===== src/rtl/rategen_pkg.sv =====
package rategen_pkg;

    localparam logic [2:0] OSC_RUN = 3'b010;

    // Counter bit used by each rate code (code 0 has no tap).
    function automatic int tap_index(input int code);
        int idx;
        case (code)
            1:       idx = 6;
            2:       idx = 7;
            default: idx = code - 2;
        endcase
        return idx;
    endfunction

endpackage


===== src/rtl/rategen_div.sv =====
module rategen_div #(
    parameter int         CNT_W    = 15,
    parameter logic [2:0] RUN_CODE = rategen_pkg::OSC_RUN
) (
    input  logic             clk,
    input  logic             rst_n,
    input  logic [2:0]       osc_ctl,
    output logic [CNT_W-1:0] cnt,
    output logic             sec_tick
);
    localparam logic [CNT_W-1:0] CNT_MAX = {CNT_W{1'b1}};

    typedef struct packed {
        logic [CNT_W-1:0] cnt;
        logic [2:0]       osc_prev;
        logic             tick;
    } div_st_t;

    div_st_t st_d, st_q;
    logic    advance;

    always_comb begin
        st_d          = st_q;
        advance       = (osc_ctl == RUN_CODE) && (osc_ctl == st_q.osc_prev);
        st_d.osc_prev = osc_ctl;
        st_d.tick     = advance && (st_q.cnt == CNT_MAX);
        st_d.cnt      = advance ? st_q.cnt + 1'b1 : '0;
    end

    always_ff @(posedge clk or negedge rst_n) begin
        if (!rst_n) st_q <= '0;
        else        st_q <= st_d;
    end

    assign cnt      = st_q.cnt;
    assign sec_tick = st_q.tick;

    AST_HALT_ZERO: assert property (@(posedge clk) disable iff (!rst_n)
        (osc_ctl != RUN_CODE) |=> (cnt == '0));
    AST_RESTART_ZERO: assert property (@(posedge clk) disable iff (!rst_n)
        (osc_ctl != $past(osc_ctl)) |=> (cnt == '0));
    AST_TICK_AT_WRAP: assert property (@(posedge clk) disable iff (!rst_n)
        sec_tick |-> (cnt == '0));
    AST_TICK_SINGLE: assert property (@(posedge clk) disable iff (!rst_n)
        sec_tick |=> !sec_tick);
endmodule


===== src/rtl/rategen_tap.sv =====
module rategen_tap #(
    parameter int CNT_W = 15
) (
    input  logic             clk,
    input  logic             rst_n,
    input  logic [CNT_W-1:0] cnt,
    input  logic [3:0]       rate_sel,
    input  logic             sqw_en,
    output logic             tap_now,
    output logic             sqw_out
);
    localparam int N_CODES = 16;

    typedef struct packed {
        logic sqw;
    } tap_st_t;

    tap_st_t             st_d, st_q;
    logic [N_CODES-1:0]  taps;

    for (genvar c = 0; c < N_CODES; c++) begin : g_tap
        localparam int IDX = rategen_pkg::tap_index(c);
        if (c == 0 || IDX >= CNT_W) begin : g_none
            assign taps[c] = 1'b0;
        end else begin : g_bit
            assign taps[c] = cnt[IDX];
        end
    end

    always_comb begin
        st_d     = st_q;
        tap_now  = taps[rate_sel];
        st_d.sqw = sqw_en && tap_now;
    end

    always_ff @(posedge clk or negedge rst_n) begin
        if (!rst_n) st_q <= '0;
        else        st_q <= st_d;
    end

    assign sqw_out = st_q.sqw;

    AST_SQW_GATED: assert property (@(posedge clk) disable iff (!rst_n)
        !sqw_en |=> !sqw_out);
    AST_RATE0_QUIET: assert property (@(posedge clk) disable iff (!rst_n)
        (rate_sel == 4'd0) |=> !sqw_out);
endmodule


===== src/rtl/rategen_pflag.sv =====
module rategen_pflag (
    input  logic clk,
    input  logic rst_n,
    input  logic tap_now,
    input  logic stat_rd,
    input  logic pie_en,
    output logic pflag,
    output logic irq_n,
    output logic irq_stat
);
    typedef struct packed {
        logic tap_prev;
        logic flag;
    } pf_st_t;

    pf_st_t st_d, st_q;
    logic   rise;
    logic   irq_any;

    always_comb begin
        st_d          = st_q;
        rise          = tap_now && !st_q.tap_prev;
        st_d.tap_prev = tap_now;
        if (rise)         st_d.flag = 1'b1;
        else if (stat_rd) st_d.flag = 1'b0;
        irq_any       = st_q.flag && pie_en;
    end

    always_ff @(posedge clk or negedge rst_n) begin
        if (!rst_n) st_q <= '0;
        else        st_q <= st_d;
    end

    assign pflag    = st_q.flag;
    assign irq_n    = !irq_any;
    assign irq_stat = irq_any;

    AST_FLAG_STICKY: assert property (@(posedge clk) disable iff (!rst_n)
        (pflag && !stat_rd) |=> pflag);
    AST_FLAG_CLEAR: assert property (@(posedge clk) disable iff (!rst_n)
        (stat_rd && !tap_now) |=> !pflag);
    AST_FLAG_NEEDS_TAP: assert property (@(posedge clk) disable iff (!rst_n)
        (!pflag && !tap_now) |=> !pflag);
endmodule


===== src/rtl/rategen.sv =====
module rategen #(
    parameter int         CNT_W    = 15,
    parameter logic [2:0] RUN_CODE = rategen_pkg::OSC_RUN
) (
    input  logic       clk,
    input  logic       rst_n,
    input  logic [2:0] osc_ctl,
    input  logic [3:0] rate_sel,
    input  logic       sqw_en,
    input  logic       pie_en,
    input  logic       stat_rd,
    output logic       sqw_out,
    output logic       pflag,
    output logic       irq_n,
    output logic       irq_stat,
    output logic       sec_tick
);
    logic [CNT_W-1:0] cnt;
    logic             tap_now;

    rategen_div #(.CNT_W(CNT_W), .RUN_CODE(RUN_CODE)) div_i (
        .clk      (clk),
        .rst_n    (rst_n),
        .osc_ctl  (osc_ctl),
        .cnt      (cnt),
        .sec_tick (sec_tick)
    );

    rategen_tap #(.CNT_W(CNT_W)) tap_i (
        .clk      (clk),
        .rst_n    (rst_n),
        .cnt      (cnt),
        .rate_sel (rate_sel),
        .sqw_en   (sqw_en),
        .tap_now  (tap_now),
        .sqw_out  (sqw_out)
    );

    rategen_pflag pf_i (
        .clk      (clk),
        .rst_n    (rst_n),
        .tap_now  (tap_now),
        .stat_rd  (stat_rd),
        .pie_en   (pie_en),
        .pflag    (pflag),
        .irq_n    (irq_n),
        .irq_stat (irq_stat)
    );

    AST_IRQ_MASKED: assert property (@(posedge clk) disable iff (!rst_n)
        !pie_en |-> irq_n);
    AST_STAT_INV: assert property (@(posedge clk) disable iff (!rst_n)
        irq_stat != irq_n);
endmodule


===== config.mk =====
export PLATFORM = sky130hd
export DESIGN_NAME = rategen
export DESIGN_NICKNAME = d
export VERILOG_FILES = /design/src/rtl/rategen_pkg.sv /design/src/rtl/rategen_div.sv /design/src/rtl/rategen_tap.sv /design/src/rtl/rategen_pflag.sv /design/src/rtl/rategen.sv
export SDC_FILE = /design/constraint.sdc
export NUM_CORES = 1
export LEC_CHECK = 0
export CORE_ASPECT_RATIO = 1.25
export CORE_MARGIN = 1
export CORE_UTILIZATION = 40
export DETAILED_ROUTE_END_ITERATION = 7
export GPL_ROUTABILITY_DRIVEN = 0
export PLACE_DENSITY_LB_ADDON = 0.25
export SLEW_MARGIN = 20
export SYNTH_ARGS = -nofsm -noshare
export SYNTH_HDL_FRONTEND = slang
export SYNTH_SLANG_ARGS = --single-unit

===== constraint.sdc =====
create_clock -name clk -period 3.4 [get_ports clk]
set_clock_uncertainty 0.05 [all_clocks]
set_input_delay 1.02 -clock clk [delete_from_list [all_inputs] [get_ports clk]]
set_output_delay 1.02 -clock clk [all_outputs]
set_load 0.05 [all_outputs]

# --- After elaboration in Yosys (flattened, before gate mapping) ---
# Index checks and enable logic that the tools add are counted.
totals:
  regBits: 22
  inputBits: 12
  output_inout_bits: 5
op_classes:
  add_sub_neg: 1
  n_lt_le_gt_ge: 1
  eq_ne: 3
  muxes: 5
  n_reduce_logical: 8
op_table:
  columns: ["cell", "count"]
  rows:
  - ["adder 15 x 1 -> 15 bit, second input constant", 1]
  - ["equality test 15 bit, second input constant", 1]
  - ["2-to-1 mux 15 bit", 1]
  - ["logical AND 1 bit", 5]
  - ["less-than comparator 4 x 5 -> 1 bit, second input constant", 1]
  - ["binary-select mux 1 bit (select 4 bit)", 1]
  - ["equality test 3 x 2 -> 1 bit, second input constant", 1]
  - ["equality test 3 bit", 1]
  - ["2-to-1 mux 1 bit", 3]
  - ["logical NOT 1 bit", 2]
  - ["nonzero test 2 bit", 1]

# --- Logic depth before layout (Yosys ltp) ---
# Gate-level depths: netlist of the first run.
logic_depth:
  ltp_word: 4
  ltp_mapped: 5

# --- Hierarchy ---
# Synthesis of the first run repeated with hierarchy kept, for this count alone.
unflattened:
  cells_unflattened: 121
  area_unflattened_um2: 1305.0
by_module_without_submodules:
  columns: ["module", "instances", "cells_per_inst", "area_each_um2", "seq_area_each_um2"]
  rows:
  - ["rategen_div", 1, 92, 983.4, 475.5]
  - ["rategen_tap", 1, 22, 244.0, 25.0]
  - ["rategen_pflag", 1, 7, 77.6, 50.0]

# --- Least setup slack after synthesis of the first run ---
# No wires, ideal clock.
synth_path:
  kind: "input-to-output"
  from: "input port pie_en"
  to: "output port irq_stat"
  arrival_time_ns: 1.761
  path_slack_ns: 0.569
  path_stages: 2
  path_buffers: 0
  path_cell_list: "nand2_1 > inv_1"
synth_between:
  elab_chain_len: 1
synth_lines:
  columns: ["element", "line", "text"]
  rows:
  - ["from (decl)", "rategen.sv:10", "input logic pie_en,"]
  - ["logical AND 1 bit", "rategen_pflag.sv:26", "irq_any = st_q.flag && pie_en;"]
  - ["to (decl)", "rategen.sv:15", "output logic irq_stat,"]
# No other way between the ends.

# --- Final worst setup path of the first run ---
# Ends and elaborated chain as after synthesis.

==> impl_metrics.json, run 1 <==
{
  "worst_hold_startpoint": "pf_i.st_q[1]$_DFF_PN0_",
  "first_iter_violations": 25,
  "tightest_slew_ns": 0.615,
  "drt-pass1-iter-count": 4,
  "worstSetupEndpointType": "output pin",
  "synth_commonest_cells": "22 x dfrtp_1, 15 x nor2_1, 7 x inv_1, 6 x nand2_1, 6 x xnor2_1",
  "synth_fp_nets": 121,
  "timing.rr.start": "div_i.cnt[0]$_DFF_PN0_",
  "synth_compound_area_share_pct": 9.60,
  "regArea_um2": 551,
  "antenna_cells": 0,
  "io_pins": 17,
  "cts.sinks": 22,
  "synthSimpleGateAreaFrac_pct": 23.8,
  "r2r_cells": 5,
  "die_h_um": 60.5,
  "clk_latency_ns": 0.32,
  "globalRoute.totalOverflow": 0,
  "setup_violations": 0,
  "synth-edff-count": 0,
  "cp_cell_sequence": "clkdlybuf4s50_1, nand2_1, inv_1, buf_12",
  "grt_pass1_wl_mm": 3.83,
  "utilization_pct": 53.8,
  "ys_ff_latch": 22,
  "rr_endpoint": "div_i.cnt[14]$_DFF_PN0_",
  "synth_cell_types": 33,
  "synthAdderAreaFrac_pct": 1.14,
  "io_buffers": 16,
  "status": "finished clean",
  "multi_input_area_um2": 503,
  "synth_xor_area_share_pct": 6.40,
  "criticalPathCategory": "input pin to output pin",
  "worstPathRequired_ns": 2.33,
  "floorplan.initialDensity_pct": 43.7,
  "drive_above_1_share_pct": 7.87,
  "critPathLaunchType": "input pin",
  "core_area_um2": 2500,
  "ys.flop_type": "dfrtp_1",
  "ys_top_cells_by_area": "dfrtp_1 50%, nor2_1 5.1%, xnor2_1 4.8%",
  "dp.final_hpwl_mm": 1.60,
  "antenna_found_initial": 0,
  "rows": 20,
  "timing.fmax_mhz": 347,
  "tns_ns": 0,
  "maxCapViolCount": 0,
  "yosysMostFrequentCell": "dfrtp_1",
  "die_w_um": 48.8,
  "cp.arrival_ns": 1.82,
  "synth_warnings": 0,
  "drc": 0,
  "worst_hold_path_type": "register to register",
  "fin_crit_sh_pct": 84.9,
  "num_vias": 852,
  "syn_inst": 108,
  "postCtsHoldBufs": 0,
  "reg2reg_setup_slack_ns": 1.59,
  "cts_resized": 0,
  "slew_headroom_pct": 58.9,
  "nFillCells": 228,
  "rsz0062_at_grt": "no",
  "crit_path_max_fanout": 2,
  "power.density_nw_per_um2": 364,
  "grt_pass1_vias": 868,
  "dieArea_um2": 2950,
  "synthMuxAreaShare_pct": 5.03,
  "p_total_mw": 0.489,
  "synth_top_family_by_area": "simple AND/OR/NAND/NOR gates",
  "synth_area_um2": 1090,
  "whs_path_depth": 1,
  "clock_path_buffers": 2,
  "dpl_worst_slack_ns": 0.419,
  "avgViaCountPerCell": 5.33,
  "yosysSeqAreaShare_pct": 50.3,
  "cts-buffers-inserted": 3,
  "post_cts.repair.setup_buffers": 0,
  "holdWs_ns": 0.415,
  "yosysTopAreaCell": "dfrtp_1",
  "ant_nets": 0,
  "cts_root_buffer": "clkbuf_4",
  "wl_per_cell_um": 13.9,
  "areaGrowthSynthToFinish_pct": 22.9,
  "async_reset_ff_share_pct": 100,
  "cts_tree": "built",
  "synthDominantCellAreaShare_pct": 50.3,
  "crit_slowest_cell": "clkdlybuf4s50_1",
  "slowest_delay_ns": 0.46,
  "grt_usage_pct": 17.3,
  "drv_slew": 0,
  "syn-mean-instance-area_um2": 10.1,
  "hold_violations": 0,
  "path_delay_family": "buffers and inverters",
  "peakVddDrop_mv": 0.254,
  "setup_slack_ns": 0.515,
  "clkTransAtPathRegs_ns": 0.12,
  "p_leak_nw": 0.542,
  "htree_num_levels": 1,
  "grt_max_degree": 23,
  "fin_nets": 141,
  "holdPathEnd": "pf_i.pflag$_DFFE_PN0P_",
  "finalWirelength_mm": 2.22,
  "cp.buffers_inverters": 3,
  "post-route-min-period_ns": 2.89
}
## worst reg2reg max path: stages (launching register included)
cell,delay [ns]
dfrtp_1,0.40
ha_1,0.24
nand2_1,0.16
or3_1,0.35
nor3_2,0.15
mux2_1,0.35
## per-layer routing
metal | part of all wire, % | vias up | GRT usage (%) | routed length, um
met5 | 0 | - | 0 | 0
met4 | 2.4 | 0 | 10.9 | 53
met3 | 4.1 | 5 | 2.26 | 90
met2 | 48 | 21 | 30.0 | 1070
met1 | 45 | 401 | 20.7 | 998
li1 | - | 425 | - | -
## power by group
part | leakage, nW | switching [mW] | total (mW) | internal [mW]
logic | 0.224 | 0.0386 | 0.0708 | 0.0322
clock network | 0.0210 | 0.0829 | 0.148 | 0.0655
registers | 0.296 | 0.00242 | 0.270 | 0.267
total | 0.542 | 0.124 | 0.489 | 0.365
## logic make-up (layout without fill, tap and decap cells)
family                   Yosys count  after routing
AO/OA/AOI/OAI                     16             16
XOR/XNOR                           8              8
adder cells (fa/ha/maj)            1              1
buffers and inverters              9             28
flip-flops                        22             22
multiplexers                       5              5
AND/OR/NAND/NOR                   47             47
## cells in the final DEF, fill, tap and decap left out, drive strengths merged, types with 5 or more instances in the layout
cell,instances
a21oi,5
clkdlybuf4s50,14
dfrtp,22
inv,7
nand2,6
nand3,5
nor2,15
or3,5
xnor2,6
## final cells by class
class | count | share of cell area (%)
flip-flops and latches | 22 | 40.9
repair buffers | 17 | 14.0
inverters | 7 | 1.95
well taps | 33 | 3.07
multi-input cells | 77 | 37.4
clock buffers | 4 | 2.70
## flip-flops by register name, indices dropped and copies added (netlist names)
signal          flops
div_i.cnt          15
div_i.st_q          3
pf_i.pflag          1
div_i.sec_tick      1
pf_i.st_q           1
tap_i.sqw_out       1
## per-stage QoR
step	std cells	cell area, um2
after global routing	160	1350
after CTS	160	1350
after floorplan	108	1090
final	160	1350
after detailed placement	156	1310
after global placement	156	1310
## worst max path at each step
| stage | startpoint | to | slack (ns) | cells past startpoint |
|---|---|---|---|---|
| final | pie_en | irq_stat | 0.51 | 4 |
| after global placement | rate_sel[2] | pf_i.pflag$_DFFE_PN0P_ | 0.50 | 5 |
| after CTS | pie_en | irq_stat | 0.51 | 4 |
| after detailed placement | rate_sel[2] | pf_i.pflag$_DFFE_PN0P_ | 0.42 | 5 |
| after global routing | pie_en | irq_stat | 0.48 | 4 |
| after floorplan | pie_en | irq_stat | 0.57 | 2 |
(Power assumes the default switching activity.)
==> run 2, diff against run 1 <==
- clock period: 3.4 -> 2.5 ns (I/O delays scaled with it)
==> impl_metrics.json, run 2 (synthesis gave the netlist of run 1 again) <==
{
  "rows": 20,
  "r2r_cells": 5,
  "final_common_cell": "dfrtp_1",
  "postCtsHoldBufs": 0,
  "clkTransAtPathRegs_ns": 0.12,
  "hold_violations": 0,
  "fin_nets": 143,
  "worst_hold_path_type": "register to register",
  "dp.final_hpwl_mm": 1.64,
  "cts_root_buffer": "clkbuf_4",
  "internal_power_mw": 0.497,
  "post_cts.repair.setup_buffers": 0,
  "globalRoute.totalOverflow": 0,
  "power.density_nw_per_um2": 488,
  "ant_nets": 0,
  "clk_latency_ns": 0.31,
  "core_area_um2": 2500,
  "clockPowerShare_pct": 29.9,
  "drive_above_1_share_pct": 9.30,
  "rr_endpoint": "div_i.cnt[14]$_DFF_PN0_",
  "maxCapViolCount": 0,
  "tightest_slew_ns": 0.498,
  "post-route-min-period_ns": 2.36,
  "p_leak_nw": 0.551,
  "dieArea_um2": 2950,
  "worstPathRequired_ns": 1.70,
  "clock_path_buffers": 2,
  "rsz0062_at_grt": "no",
  "utilization_pct": 54.4,
  "io_pins": 17,
  "cp.arrival_ns": 1.56,
  "avgViaCountPerCell": 5.28,
  "drt-pass1-iter-count": 4,
  "p_comb_share_pct": 14.7,
  "tns_ns": 0,
  "cts_tree": "built",
  "grt_pass1_wl_mm": 3.66,
  "antenna_cells": 0,
  "drc": 0,
  "peakVddDrop_mv": 0.318,
  "cts-buffers-inserted": 3,
  "slew_headroom_pct": 66.7,
  "grt_usage_pct": 16.5,
  "largest_reg_flops": 15,
  "critPathLaunchType": "input pin",
  "timing.fmax_mhz": 423,
  "fin_crit_sh_pct": 94.5,
  "drv_slew": 0,
  "reg2reg_setup_slack_ns": 0.67,
  "antenna_found_initial": 0,
  "fin_cells": 162,
  "die_h_um": 60.5,
  "whs_path_depth": 1,
  "dp.cells": 158,
  "power.switching_mw": 0.166,
  "grt_max_degree": 23,
  "timing.rr.start": "div_i.cnt[1]$_DFF_PN0_",
  "htree_num_levels": 1,
  "cts.sinks": 22,
  "areaGrowthSynthToFinish_pct": 24.2,
  "die_w_um": 48.8,
  "cts_resized": 0,
  "status": "finished clean",
  "seqPwrFrac_pct": 55.4,
  "holdPathEnd": "pf_i.pflag$_DFFE_PN0P_",
  "layout_common_cells": "22 x dfrtp_1, 15 x nor2_1, 14 x clkdlybuf4s50_1, 7 x inv_1",
  "crit_path_max_fanout": 2,
  "finalWirelength_mm": 2.18,
  "worstSetupEndpointType": "output pin",
  "grt_pass1_vias": 814,
  "setup_violations": 0,
  "setup_slack_ns": 0.138,
  "dpl_worst_slack_ns": 0.0201,
  "floorplan.initialDensity_pct": 43.7,
  "swShare_pct": 25.0,
  "io_buffers": 16,
  "num_vias": 855,
  "worst_hold_startpoint": "pf_i.st_q[1]$_DFF_PN0_",
  "criticalPathCategory": "input pin to output pin",
  "first_iter_violations": 17,
  "wl_per_cell_um": 13.5
}
-- run 2: changes by cell type in the layout (fill, tap and decap cells not counted), sizes merged --
| cell | change |
|---|---|
| buf | +2 |
-- run 2: routing by layer --
layer	GRT usage [%]	part of all wire [%]	vias up
li1	-	-	424
met1	20.2	45	401
met2	28.0	48	26
met3	3.51	5.2	4
met4	7.98	1.5	0
met5	0	0	-
-- run 2: power by group through the flow --
stage	sequential [mW]	combinational, mW	clock (mW)
after floorplan	0.387	0.0315	0
after global placement	0.374	0.0963	0
after detailed placement	0.375	0.0984	0
after CTS	0.368	0.0989	0.205
after global routing	0.369	0.104	0.219
final	0.368	0.0974	0.198
-- run 2: metrics by stage --
step / hold slack, ns / cell area [um2] / power, mW
floorplan: 0.373 / 1090 / 0.418
global placement: 0.382 / 1320 / 0.470
detailed placement: 0.411 / 1320 / 0.473
CTS: 0.429 / 1360 / 0.672
global route: 0.457 / 1360 / 0.692
finish: 0.424 / 1360 / 0.664
-- run 2: cell type report --
| type | count | area, um2 |
|---|---|---|
| multi-input cells | 77 | 503 |
| fillers | 223 | 1140 |
| clock buffers | 4 | 36.3 |
| inverters | 7 | 26.3 |
| repair buffers | 19 | 203 |
| flip-flops and latches | 22 | 551 |
| well taps | 33 | 41.3 |
-- run 2: worst max-delay path by stage --
stage	start	to	slack, ns	depth (start not counted)
2_1_floorplan	pf_i.pflag$_DFFE_PN0P_	irq_stat	0.19	2
4_1_cts	pie_en	irq_stat	0.13	4
5_1_grt	pie_en	irq_stat	0.11	4
3_5_place_dp	rate_sel[2]	pf_i.pflag$_DFFE_PN0P_	0.02	5
6_report	pie_en	irq_stat	0.14	4
3_3_place_gp	rate_sel[2]	pf_i.pflag$_DFFE_PN0P_	0.08	5
-- run 2: worst max-delay path, stage by stage --
cell	delay [ns]
clkdlybuf4s50_1	0.45
nand2_1	0.10
inv_1	0.12
buf_12	0.14
